<file path="src/rtl/acc_cpu_seq_pkg.sv">
package acc_cpu_seq_pkg;

    typedef enum logic [1:0] {
        PH_FETCH  = 2'd0,
        PH_DECODE = 2'd1,
        PH_EXEC   = 2'd2,
        PH_WB     = 2'd3
    } phase_e;

    typedef enum logic [3:0] {
        ALU_PASS_ACC = 4'd0,
        ALU_ADD      = 4'd1,
        ALU_SUB      = 4'd2,
        ALU_AND      = 4'd3,
        ALU_OR       = 4'd4,
        ALU_XOR      = 4'd5,
        ALU_INV      = 4'd6,
        ALU_NEG      = 4'd7,
        ALU_LSR      = 4'd8,
        ALU_LSL      = 4'd9,
        ALU_ASR      = 4'd10,
        ALU_ASL      = 4'd11,
        ALU_RRC      = 4'd12,
        ALU_RLC      = 4'd13,
        ALU_PASS_SRC = 4'd14,
        ALU_ZERO     = 4'd15
    } alu_e;

    typedef enum logic [1:0] {
        SRC_MEM = 2'd0,
        SRC_CTL = 2'd1,
        SRC_REG = 2'd2,
        SRC_ONE = 2'd3
    } src_e;

    typedef enum logic [1:0] {
        RIN_ZERO = 2'd0,
        RIN_CTL  = 2'd1,
        RIN_ALU  = 2'd2,
        RIN_MEM  = 2'd3
    } rin_e;

    typedef enum logic [1:0] {
        RA_OPERAND = 2'd0,
        RA_ACC     = 2'd1,
        RA_SPM1    = 2'd2
    } raddr_e;

    typedef enum logic [2:0] {
        PCS_STEP = 3'd0,
        PCS_ABS  = 3'd1,
        PCS_COND = 3'd2,
        PCS_REL  = 3'd3,
        PCS_ACC  = 3'd4,
        PCS_HOLD = 3'd5
    } pcsel_e;

    typedef enum logic [1:0] {
        CND_Z  = 2'd0,
        CND_OV = 2'd1,
        CND_C  = 2'd2,
        CND_EQ = 2'd3
    } cond_e;

    // Opcode values (6-bit field of the instruction word)
    localparam logic [5:0] OPC_ADD_REG  = 6'h00;
    localparam logic [5:0] OPC_ADD_MEM  = 6'h01;
    localparam logic [5:0] OPC_ADD_IMM  = 6'h02;
    localparam logic [5:0] OPC_SUB_REG  = 6'h03;
    localparam logic [5:0] OPC_SUB_MEM  = 6'h04;
    localparam logic [5:0] OPC_SUB_IMM  = 6'h05;
    localparam logic [5:0] OPC_INC      = 6'h06;
    localparam logic [5:0] OPC_DEC      = 6'h07;
    localparam logic [5:0] OPC_ASR      = 6'h08;
    localparam logic [5:0] OPC_ASL      = 6'h09;
    localparam logic [5:0] OPC_LSR      = 6'h0A;
    localparam logic [5:0] OPC_LSL      = 6'h0B;
    localparam logic [5:0] OPC_RRC      = 6'h0C;
    localparam logic [5:0] OPC_RLC      = 6'h0D;
    localparam logic [5:0] OPC_AND_REG  = 6'h0E;
    localparam logic [5:0] OPC_OR_REG   = 6'h0F;
    localparam logic [5:0] OPC_XOR_REG  = 6'h10;
    localparam logic [5:0] OPC_INV      = 6'h11;
    localparam logic [5:0] OPC_NEG      = 6'h12;
    localparam logic [5:0] OPC_JMP      = 6'h13;
    localparam logic [5:0] OPC_JZ       = 6'h14;
    localparam logic [5:0] OPC_JOV      = 6'h15;
    localparam logic [5:0] OPC_JC       = 6'h16;
    localparam logic [5:0] OPC_JREL     = 6'h17;
    localparam logic [5:0] OPC_JEQ      = 6'h18;
    localparam logic [5:0] OPC_CLR_Z    = 6'h19;
    localparam logic [5:0] OPC_CLR_OV   = 6'h1A;
    localparam logic [5:0] OPC_CLR_C    = 6'h1B;
    localparam logic [5:0] OPC_CLR_ACC  = 6'h1C;
    localparam logic [5:0] OPC_PC_ACC   = 6'h1D;
    localparam logic [5:0] OPC_SAVE_PC  = 6'h1E;
    localparam logic [5:0] OPC_LD_MEM   = 6'h1F;
    localparam logic [5:0] OPC_ST_MEM   = 6'h20;
    localparam logic [5:0] OPC_R0_IMM   = 6'h21;
    localparam logic [5:0] OPC_R0_MEM   = 6'h22;
    localparam logic [5:0] OPC_LD_REG   = 6'h23;
    localparam logic [5:0] OPC_ST_REG   = 6'h24;
    localparam logic [5:0] OPC_LD_IND   = 6'h25;
    localparam logic [5:0] OPC_PUSH     = 6'h3C;
    localparam logic [5:0] OPC_POP      = 6'h3D;
    localparam logic [5:0] OPC_NOP      = 6'h3E;
    localparam logic [5:0] OPC_HALT     = 6'h3F;

    typedef struct packed {
        logic        dpu;
        alu_e        alu;
        src_e        src;
        logic        pc_data;
        logic [2:0]  clr;
        logic        rd;
        raddr_e      ra;
        logic        wr;
        logic        wr_sp;
        logic        rf_we;
        logic        rf_r0;
        rin_e        rin;
        pcsel_e      pcs;
        cond_e       cnd;
        logic        sp_inc;
        logic        sp_dec;
    } ctl_t;

endpackage

</file>
<file path="src/rtl/acc_cpu_phase_fsm.sv">
module acc_cpu_phase_fsm
    import acc_cpu_seq_pkg::*;
(
    input  logic   clk,
    input  logic   rst_n,
    output phase_e phase,
    output logic   in_fetch,
    output logic   in_exec,
    output logic   in_wb
);

    phase_e phase_q;
    phase_e phase_d;

    // State register
    always_ff @(posedge clk) begin
        if (!rst_n) begin
            phase_q <= PH_FETCH;
        end else begin
            phase_q <= phase_d;
        end
    end

    // Transitions and phase strobes
    always_comb begin
        phase_d  = PH_FETCH;
        in_fetch = 1'b0;
        in_exec  = 1'b0;
        in_wb    = 1'b0;
        unique case (phase_q)
            PH_FETCH: begin
                in_fetch = 1'b1;
                phase_d  = PH_DECODE;
            end
            PH_DECODE: begin
                phase_d  = PH_EXEC;
            end
            PH_EXEC: begin
                in_exec  = 1'b1;
                phase_d  = PH_WB;
            end
            PH_WB: begin
                in_wb    = 1'b1;
                phase_d  = PH_FETCH;
            end
        endcase
    end

    assign phase = phase_q;

endmodule

</file>
<file path="src/rtl/acc_cpu_decoder.sv">
module acc_cpu_decoder
    import acc_cpu_seq_pkg::*;
(
    input  logic [5:0] opc,
    output ctl_t       ctl
);

    always_comb begin
        ctl         = '0;
        ctl.alu     = ALU_PASS_ACC;
        ctl.src     = SRC_MEM;
        ctl.ra      = RA_OPERAND;
        ctl.rin     = RIN_ZERO;
        ctl.pcs     = PCS_STEP;
        ctl.cnd     = CND_Z;
        case (opc)
            OPC_ADD_REG: begin ctl.dpu = 1'b1; ctl.alu = ALU_ADD; ctl.src = SRC_REG; end
            OPC_ADD_MEM: begin ctl.dpu = 1'b1; ctl.alu = ALU_ADD; ctl.src = SRC_MEM; ctl.rd = 1'b1; end
            OPC_ADD_IMM: begin ctl.dpu = 1'b1; ctl.alu = ALU_ADD; ctl.src = SRC_CTL; end
            OPC_SUB_REG: begin ctl.dpu = 1'b1; ctl.alu = ALU_SUB; ctl.src = SRC_REG; end
            OPC_SUB_MEM: begin ctl.dpu = 1'b1; ctl.alu = ALU_SUB; ctl.src = SRC_MEM; ctl.rd = 1'b1; end
            OPC_SUB_IMM: begin ctl.dpu = 1'b1; ctl.alu = ALU_SUB; ctl.src = SRC_CTL; end
            OPC_INC:     begin ctl.dpu = 1'b1; ctl.alu = ALU_ADD; ctl.src = SRC_ONE; end
            OPC_DEC:     begin ctl.dpu = 1'b1; ctl.alu = ALU_SUB; ctl.src = SRC_ONE; end
            OPC_ASR:     begin ctl.dpu = 1'b1; ctl.alu = ALU_ASR; end
            OPC_ASL:     begin ctl.dpu = 1'b1; ctl.alu = ALU_ASL; end
            OPC_LSR:     begin ctl.dpu = 1'b1; ctl.alu = ALU_LSR; end
            OPC_LSL:     begin ctl.dpu = 1'b1; ctl.alu = ALU_LSL; end
            OPC_RRC:     begin ctl.dpu = 1'b1; ctl.alu = ALU_RRC; end
            OPC_RLC:     begin ctl.dpu = 1'b1; ctl.alu = ALU_RLC; end
            OPC_AND_REG: begin ctl.dpu = 1'b1; ctl.alu = ALU_AND; ctl.src = SRC_REG; end
            OPC_OR_REG:  begin ctl.dpu = 1'b1; ctl.alu = ALU_OR;  ctl.src = SRC_REG; end
            OPC_XOR_REG: begin ctl.dpu = 1'b1; ctl.alu = ALU_XOR; ctl.src = SRC_REG; end
            OPC_INV:     begin ctl.dpu = 1'b1; ctl.alu = ALU_INV; end
            OPC_NEG:     begin ctl.dpu = 1'b1; ctl.alu = ALU_NEG; end
            OPC_JMP:     begin ctl.pcs = PCS_ABS; end
            OPC_JZ:      begin ctl.pcs = PCS_COND; ctl.cnd = CND_Z;  end
            OPC_JOV:     begin ctl.pcs = PCS_COND; ctl.cnd = CND_OV; end
            OPC_JC:      begin ctl.pcs = PCS_COND; ctl.cnd = CND_C;  end
            OPC_JREL:    begin ctl.pcs = PCS_REL; end
            OPC_JEQ:     begin ctl.pcs = PCS_COND; ctl.cnd = CND_EQ; end
            OPC_CLR_Z:   begin ctl.dpu = 1'b1; ctl.clr = 3'b001; end
            OPC_CLR_OV:  begin ctl.dpu = 1'b1; ctl.clr = 3'b010; end
            OPC_CLR_C:   begin ctl.dpu = 1'b1; ctl.clr = 3'b100; end
            OPC_CLR_ACC: begin ctl.dpu = 1'b1; ctl.alu = ALU_ZERO; end
            OPC_PC_ACC:  begin ctl.pcs = PCS_ACC; end
            OPC_SAVE_PC: begin
                ctl.dpu     = 1'b1;
                ctl.alu     = ALU_PASS_SRC;
                ctl.src     = SRC_CTL;
                ctl.pc_data = 1'b1;
            end
            OPC_LD_MEM:  begin ctl.dpu = 1'b1; ctl.alu = ALU_PASS_SRC; ctl.src = SRC_MEM; ctl.rd = 1'b1; end
            OPC_ST_MEM:  begin ctl.wr = 1'b1; end
            OPC_R0_IMM:  begin ctl.rf_we = 1'b1; ctl.rf_r0 = 1'b1; ctl.rin = RIN_CTL; end
            OPC_R0_MEM:  begin ctl.rf_we = 1'b1; ctl.rf_r0 = 1'b1; ctl.rin = RIN_MEM; ctl.rd = 1'b1; end
            OPC_LD_REG:  begin ctl.dpu = 1'b1; ctl.alu = ALU_PASS_SRC; ctl.src = SRC_REG; end
            OPC_ST_REG:  begin ctl.dpu = 1'b1; ctl.rf_we = 1'b1; ctl.rin = RIN_ALU; end
            OPC_LD_IND:  begin
                ctl.dpu = 1'b1;
                ctl.alu = ALU_PASS_SRC;
                ctl.src = SRC_MEM;
                ctl.rd  = 1'b1;
                ctl.ra  = RA_ACC;
            end
            OPC_PUSH:    begin ctl.wr = 1'b1; ctl.wr_sp = 1'b1; ctl.sp_inc = 1'b1; end
            OPC_POP:     begin
                ctl.dpu    = 1'b1;
                ctl.alu    = ALU_PASS_SRC;
                ctl.src    = SRC_MEM;
                ctl.rd     = 1'b1;
                ctl.ra     = RA_SPM1;
                ctl.sp_dec = 1'b1;
            end
            OPC_HALT:    begin ctl.pcs = PCS_HOLD; end
            default:     begin end // NOP and undefined codes
        endcase
    end

endmodule

</file>
<file path="src/rtl/acc_cpu_pc_sp.sv">
module acc_cpu_pc_sp
    import acc_cpu_seq_pkg::*;
#(
    parameter int PC_W   = 8,
    parameter int DATA_W = 8
) (
    input  logic              clk,
    input  logic              rst_n,
    input  logic              wb_en,
    input  pcsel_e            pcs,
    input  cond_e             cnd,
    input  logic              sp_inc,
    input  logic              sp_dec,
    input  logic [DATA_W-1:0] operand,
    input  logic [DATA_W-1:0] acc,
    input  logic [3:0]        flags,   // {eq, c, ov, z}
    output logic [PC_W-1:0]   pc,
    output logic [DATA_W-1:0] sp
);

    logic [PC_W-1:0]   pc_q, pc_d, pc_step;
    logic [DATA_W-1:0] sp_q, sp_d;
    logic              taken;

    assign pc_step = pc_q + PC_W'(1);

    always_comb begin
        unique case (cnd)
            CND_Z:  taken = flags[0];
            CND_OV: taken = flags[1];
            CND_C:  taken = flags[2];
            CND_EQ: taken = flags[3];
        endcase
    end

    always_comb begin
        pc_d = pc_step;
        case (pcs)
            PCS_ABS:  pc_d = PC_W'(operand);
            PCS_COND: pc_d = taken ? PC_W'(operand) : pc_step;
            PCS_REL:  pc_d = pc_q + PC_W'(operand);
            PCS_ACC:  pc_d = PC_W'(acc);
            PCS_HOLD: pc_d = pc_q;
            default:  pc_d = pc_step;
        endcase
    end

    always_comb begin
        sp_d = sp_q;
        if (sp_inc) begin
            sp_d = sp_q + DATA_W'(1);
        end else if (sp_dec) begin
            sp_d = sp_q - DATA_W'(1);
        end
    end

    always_ff @(posedge clk) begin
        if (!rst_n) begin
            pc_q <= '0;
            sp_q <= '0;
        end else if (wb_en) begin
            pc_q <= pc_d;
            sp_q <= sp_d;
        end
    end

    assign pc = pc_q;
    assign sp = sp_q;

endmodule

</file>
<file path="src/rtl/acc_cpu_sequencer.sv">
module acc_cpu_sequencer
    import acc_cpu_seq_pkg::*;
#(
    parameter  int DATA_W  = 8,
    parameter  int PC_W    = 8,
    parameter  int RF_N    = 8,
    localparam int INSTR_W = DATA_W + 8,
    localparam int RSEL_W  = $clog2(RF_N)
) (
    input  logic               clk,
    input  logic               rst_n,
    output logic [PC_W-1:0]    imem_addr,
    input  logic [INSTR_W-1:0] imem_data,
    output logic [1:0]         phase,
    input  logic               flag_z,
    input  logic               flag_ov,
    input  logic               flag_c,
    input  logic               flag_eq,
    input  logic [DATA_W-1:0]  acc_value,
    output logic               dmem_rd_en,
    output logic [DATA_W-1:0]  dmem_raddr,
    output logic               dmem_we,
    output logic [DATA_W-1:0]  dmem_waddr,
    output logic [DATA_W-1:0]  dmem_wdata,
    output logic               dpu_en,
    output logic [3:0]         dpu_op,
    output logic [1:0]         dpu_src,
    output logic [DATA_W-1:0]  dpu_data,
    output logic [2:0]         dpu_clr,
    output logic               rf_we,
    output logic [RF_N-1:0]    rf_wsel,
    output logic [1:0]         rf_in,
    output logic [RSEL_W-1:0]  rf_rsel
);

    localparam int IR_W = DATA_W + 6;

    phase_e            phase_q;
    logic              in_fetch, in_exec, in_wb;
    logic [IR_W-1:0]   ir_q;
    logic [1:0]        rsv_unused;
    logic [5:0]        opc;
    logic [DATA_W-1:0] operand;
    ctl_t              ctl;
    logic [PC_W-1:0]   pc;
    logic [DATA_W-1:0] sp;

    acc_cpu_phase_fsm u_fsm (
        .clk      (clk),
        .rst_n    (rst_n),
        .phase    (phase_q),
        .in_fetch (in_fetch),
        .in_exec  (in_exec),
        .in_wb    (in_wb)
    );

    // Instruction register; the two top bits are not kept
    assign rsv_unused = imem_data[INSTR_W-1 -: 2];

    always_ff @(posedge clk) begin
        if (!rst_n) begin
            ir_q <= '0;
        end else if (in_fetch) begin
            ir_q <= imem_data[IR_W-1:0];
        end
    end

    assign opc     = ir_q[IR_W-1 -: 6];
    assign operand = ir_q[DATA_W-1:0];

    acc_cpu_decoder u_dec (
        .opc (opc),
        .ctl (ctl)
    );

    acc_cpu_pc_sp #(
        .PC_W   (PC_W),
        .DATA_W (DATA_W)
    ) u_pcsp (
        .clk     (clk),
        .rst_n   (rst_n),
        .wb_en   (in_wb),
        .pcs     (ctl.pcs),
        .cnd     (ctl.cnd),
        .sp_inc  (ctl.sp_inc),
        .sp_dec  (ctl.sp_dec),
        .operand (operand),
        .acc     (acc_value),
        .flags   ({flag_eq, flag_c, flag_ov, flag_z}),
        .pc      (pc),
        .sp      (sp)
    );

    assign imem_addr = pc;
    assign phase     = phase_q;

    // Phase-gated outputs
    always_comb begin
        dpu_en     = in_exec & ctl.dpu;
        dpu_op     = in_exec ? ctl.alu : ALU_PASS_ACC;
        dpu_src    = ctl.src;
        dpu_data   = ctl.pc_data ? DATA_W'(pc) : operand;
        dpu_clr    = in_exec ? ctl.clr : 3'b000;

        dmem_rd_en = in_exec & ctl.rd;
        unique case (ctl.ra)
            RA_ACC:  dmem_raddr = acc_value;
            RA_SPM1: dmem_raddr = sp - DATA_W'(1);
            default: dmem_raddr = operand;
        endcase

        dmem_we    = in_wb & ctl.wr;
        dmem_waddr = ctl.wr_sp ? sp : operand;
        dmem_wdata = acc_value;

        rf_we      = in_exec & ctl.rf_we;
        rf_wsel    = ctl.rf_r0 ? RF_N'(1) : operand[RF_N-1:0];
        rf_in      = ctl.rin;
        rf_rsel    = operand[RSEL_W-1:0];
    end

endmodule

</file>
<file path="config.mk">
export PLATFORM = sky130hd
export DESIGN_NAME = acc_cpu_sequencer
export DESIGN_NICKNAME = d
export VERILOG_FILES = /design/src/rtl/acc_cpu_seq_pkg.sv /design/src/rtl/acc_cpu_phase_fsm.sv /design/src/rtl/acc_cpu_decoder.sv /design/src/rtl/acc_cpu_pc_sp.sv /design/src/rtl/acc_cpu_sequencer.sv
export SDC_FILE = /design/constraint.sdc
export NUM_CORES = 1
export LEC_CHECK = 0
export BUFFER_PORTS_ARGS = -buffer_cell sky130_fd_sc_hd__buf_4
export CAP_MARGIN = 20
export CORE_MARGIN = 5
export CORE_UTILIZATION = 43
export CTS_CLUSTER_DIAMETER = 120
export CTS_CLUSTER_SIZE = 40
export DETAILED_ROUTE_END_ITERATION = 8
export PLACE_DENSITY = 0.68
export SLEW_MARGIN = 20
export SYNTH_ARGS = -nofsm -noshare
export SYNTH_HDL_FRONTEND = slang
export SYNTH_SLANG_ARGS = --single-unit
</file>
<file path="constraint.sdc">
create_clock -name clk -period 7.2 [get_ports clk]
set_clock_uncertainty 0.1 [all_clocks]
set_input_delay 0.36 -clock clk [delete_from_list [all_inputs] [get_ports clk]]
set_output_delay 0.36 -clock clk [all_outputs]
set_load 0.05 [all_outputs]
</file>
==> results.md <==
- Final hold slack: 218.0 ps
- H-tree depth: 2
- Final wirelength: 11.21 mm
- First-pass GRT wire length: 18.11 mm
- CTS Sinks: 32
- Startpoint Class: flip-flop
- Setup TNS: 0 ps
- GRT Resource Usage Total: 0.2184
- Die width: 100.8 um
- Multi-input logic area: 0.002597 mm^2
- Drt wl/cell: 17.29 um
- Actual slew at the worst max-slew pin: 1097 ps
- Arr. time, crit path: 2930 ps
- TritonCTS clock tree: built
- Fraction of layout cells with a size suffix above 1: 0.2247
- Clock buffer count from CTS: 5
- Vias post-DR: 3,813
- Drt first-iter violations: 246
- Die area: 0.01015 mm^2
- Pin count of the biggest net entering global routing: 37
- Netlist cell types: 66
- CORE AREA: 0.008134 mm^2
- Worst reg-to-reg setup slack: 4150 ps
- Row cnt: 33
- Yosys top cell area share: 0.1809
- Reg-to-Reg Start: ir_q[11]
- DPL Wire Length: 8.293 mm
- Crit Path Max Fanout: 28
- Mapped Nets: 533
- Vias in the first global route: 3,673
- CTS Hold Bufs: 0
- Worst reg2reg endpoint: u_pcsp.pc[0]
- Clock transition at path regs: 80 ps
- Pwr dens: 234.9 mW/mm^2
- Slew Limit Fails: 0
- Reg area: 641.9 um^2
- Final worst-path cycle share: 0.4712
- Initial Util: 0.4355
- Min-delay worst type: input port to flip-flop
- Die Span Y: 100.8 um
- Worst Setup Path Type: flip-flop to output pin
- Overflow after GRT: 0
- Drt first pass iters: 5
- Area Overhead vs Synth: 20.31%
- CTS Buffer Depth: 2
- Post-synthesis sequential area ratio: 0.1809
- Post-synth EDFFs: 0
- Synth area leader: dfxtp_1
- Main synth FF type: dfxtp_1
- Hold wc startpoint: imem_data[3]
- Leakage power: 0.001875 uW
- DR vias/cell: 5.884
- Slew headroom: 0.2670
- ANT cells: 0
- Worst Reg-to-Reg Cells: 5
- Worst-skew pair later-pin latency: 290 ps
- Filler cells: 793
- Fmax: 0.2947 GHz
- I/O pin total: 98
- Antenna violations before repair: 0
- Synth Area per Inst: 7.303 um^2
- Most common cell in the synthesized netlist: o21ai_0
- Most frequent cells after synthesis: o21ai_0 (38), nand2_1 (37), nor2_1 (35)
- Root Buffer: clkbuf_8
- PortBufs: 95
- DRC: 0
- Mapped cell area: 0.003542 mm^2
- Hold Crit Depth: 3
- Status: finished clean
- Number of post-CTS setup repair buffers: 0
- Worst vdd ir: 0.1374 mV
- Setup repair after global routing missed its margin: false
- Crit path required time: 6740 ps
- Yosys reg bits: 32
- Maxcap violations: 0
- Post-route ant nets: 0
- Top cells by area, synth: dfxtp_1 (18%), ha_1 (6.0%), o21ai_0 (5.4%)
- Worst Setup End Kind: output pin
- Final hold vios: 0
- Hold Crit Endpoint: ir_q[3]
- Setup-failing EPs final: 0
- Syn. warnings: 0
- Post-Syn Instances: 485
- Fin crit period: 3393 ps
- Final #Nets: 590
- Global placement routability congestion: 0.9146
- Post-CTS sizing: 0
- Async SR Flop Fraction: 0
==> layout make-up <==
type	instances	area share
clock buffers	5	0.01615
clock inverters	3	0.004404
inverters	18	0.01585
multi-input cells	387	0.6095
flip-flops and latches	32	0.1506
well taps	105	0.03083
repair buffers	98	0.1726
==> worst max-delay path, stage by stage, from the launching register on <==
cell and delay (ps):
dfxtp_1 900, and4b_1 370, nand3_1 140, ha_1 540, a221oi_1 350, a21oi_1 110, buf_4 220
==> registers in the layout (all words and copies together), names as in the netlist <==
register,cells
u_fsm.phase,2
u_pcsp.sp,8
u_pcsp.pc,8
ir_q,14
==> stage by stage <==
step / setup slack, ps / cells / utilization / total power [uW] / cell area, um^2
floorplan: 3221 / 485 / - / 697.2 / 3542
global placement: 4142 / 640 / 0.5130 / 851.9 / 4173
detailed placement: 4132 / 640 / 0.5130 / 858.8 / 4173
CTS: 3799 / 648 / 0.5238 / 1004 / 4260
global route: 3548 / 648 / 0.5239 / 1060 / 4262
finish: 3807 / 648 / 0.5239 / 1001 / 4262
==> layer usage <==
layer  wire length, um  track usage  up-vias
li1                  -            -     1871
met1              4992       0.2985     1759
met2              5226       0.3610      173
met3               856      0.03253       10
met4               130      0.05181        0
met5                 0            0        -
==> cell usage in the layout, fill, tap and decap left out, types with 4 or more instances in the layout <==
master    instances
nor3_1            8
or3_1             5
mux2_2           10
and2_1           11
buf_4            98
and3_1            7
a31oi_1           6
nand4_1           5
a22oi_1           8
a21o_1            8
o21ai_0          38
a211oi_1          6
nor2_1           35
a221oi_1          8
xnor2_1          12
inv_1            18
clkbuf_8          5
o22ai_1           5
nor2b_1          18
xor2_1           10
nand2b_1         13
a21oi_1          29
mux2i_1          15
o21a_1            8
nand3_1          14
nand2_1          37
ha_1             17
nor4_1            4
dfxtp_1          31
o221ai_1          5
a221o_1           4
==> worst max-delay path by stage <==
| stage | from | end | slack (ps) | cells past startpoint |
|---|---|---|---|---|
| global placement | ir_q[11] | dmem_waddr[7] | 4140 | 5 |
| finish | ir_q[11] | dmem_raddr[7] | 3810 | 6 |
| global route | ir_q[11] | dmem_waddr[7] | 3550 | 5 |
| detailed placement | ir_q[11] | dmem_waddr[7] | 4130 | 5 |
| CTS | ir_q[11] | dmem_waddr[7] | 3800 | 5 |
| floorplan | ir_q[10] | dmem_we | 3220 | 5 |
==> report_power, final <==
group	internal [uW]	switching, uW	leakage, uW
logic	204	392	0.00157
registers	199	61.8	0.000262
clock network	67.4	76.7	0.0000479
total	470	531	0.00188
==> cell families after synthesis <==
group	synth area share
xor+xnor	0.05440
fa+ha+maj	0.06570
buf+inv	0.08583
compound gates	0.2777
mux	0.07418
simple gates	0.2614
flops	0.1809
(Power assumes the default switching activity.)
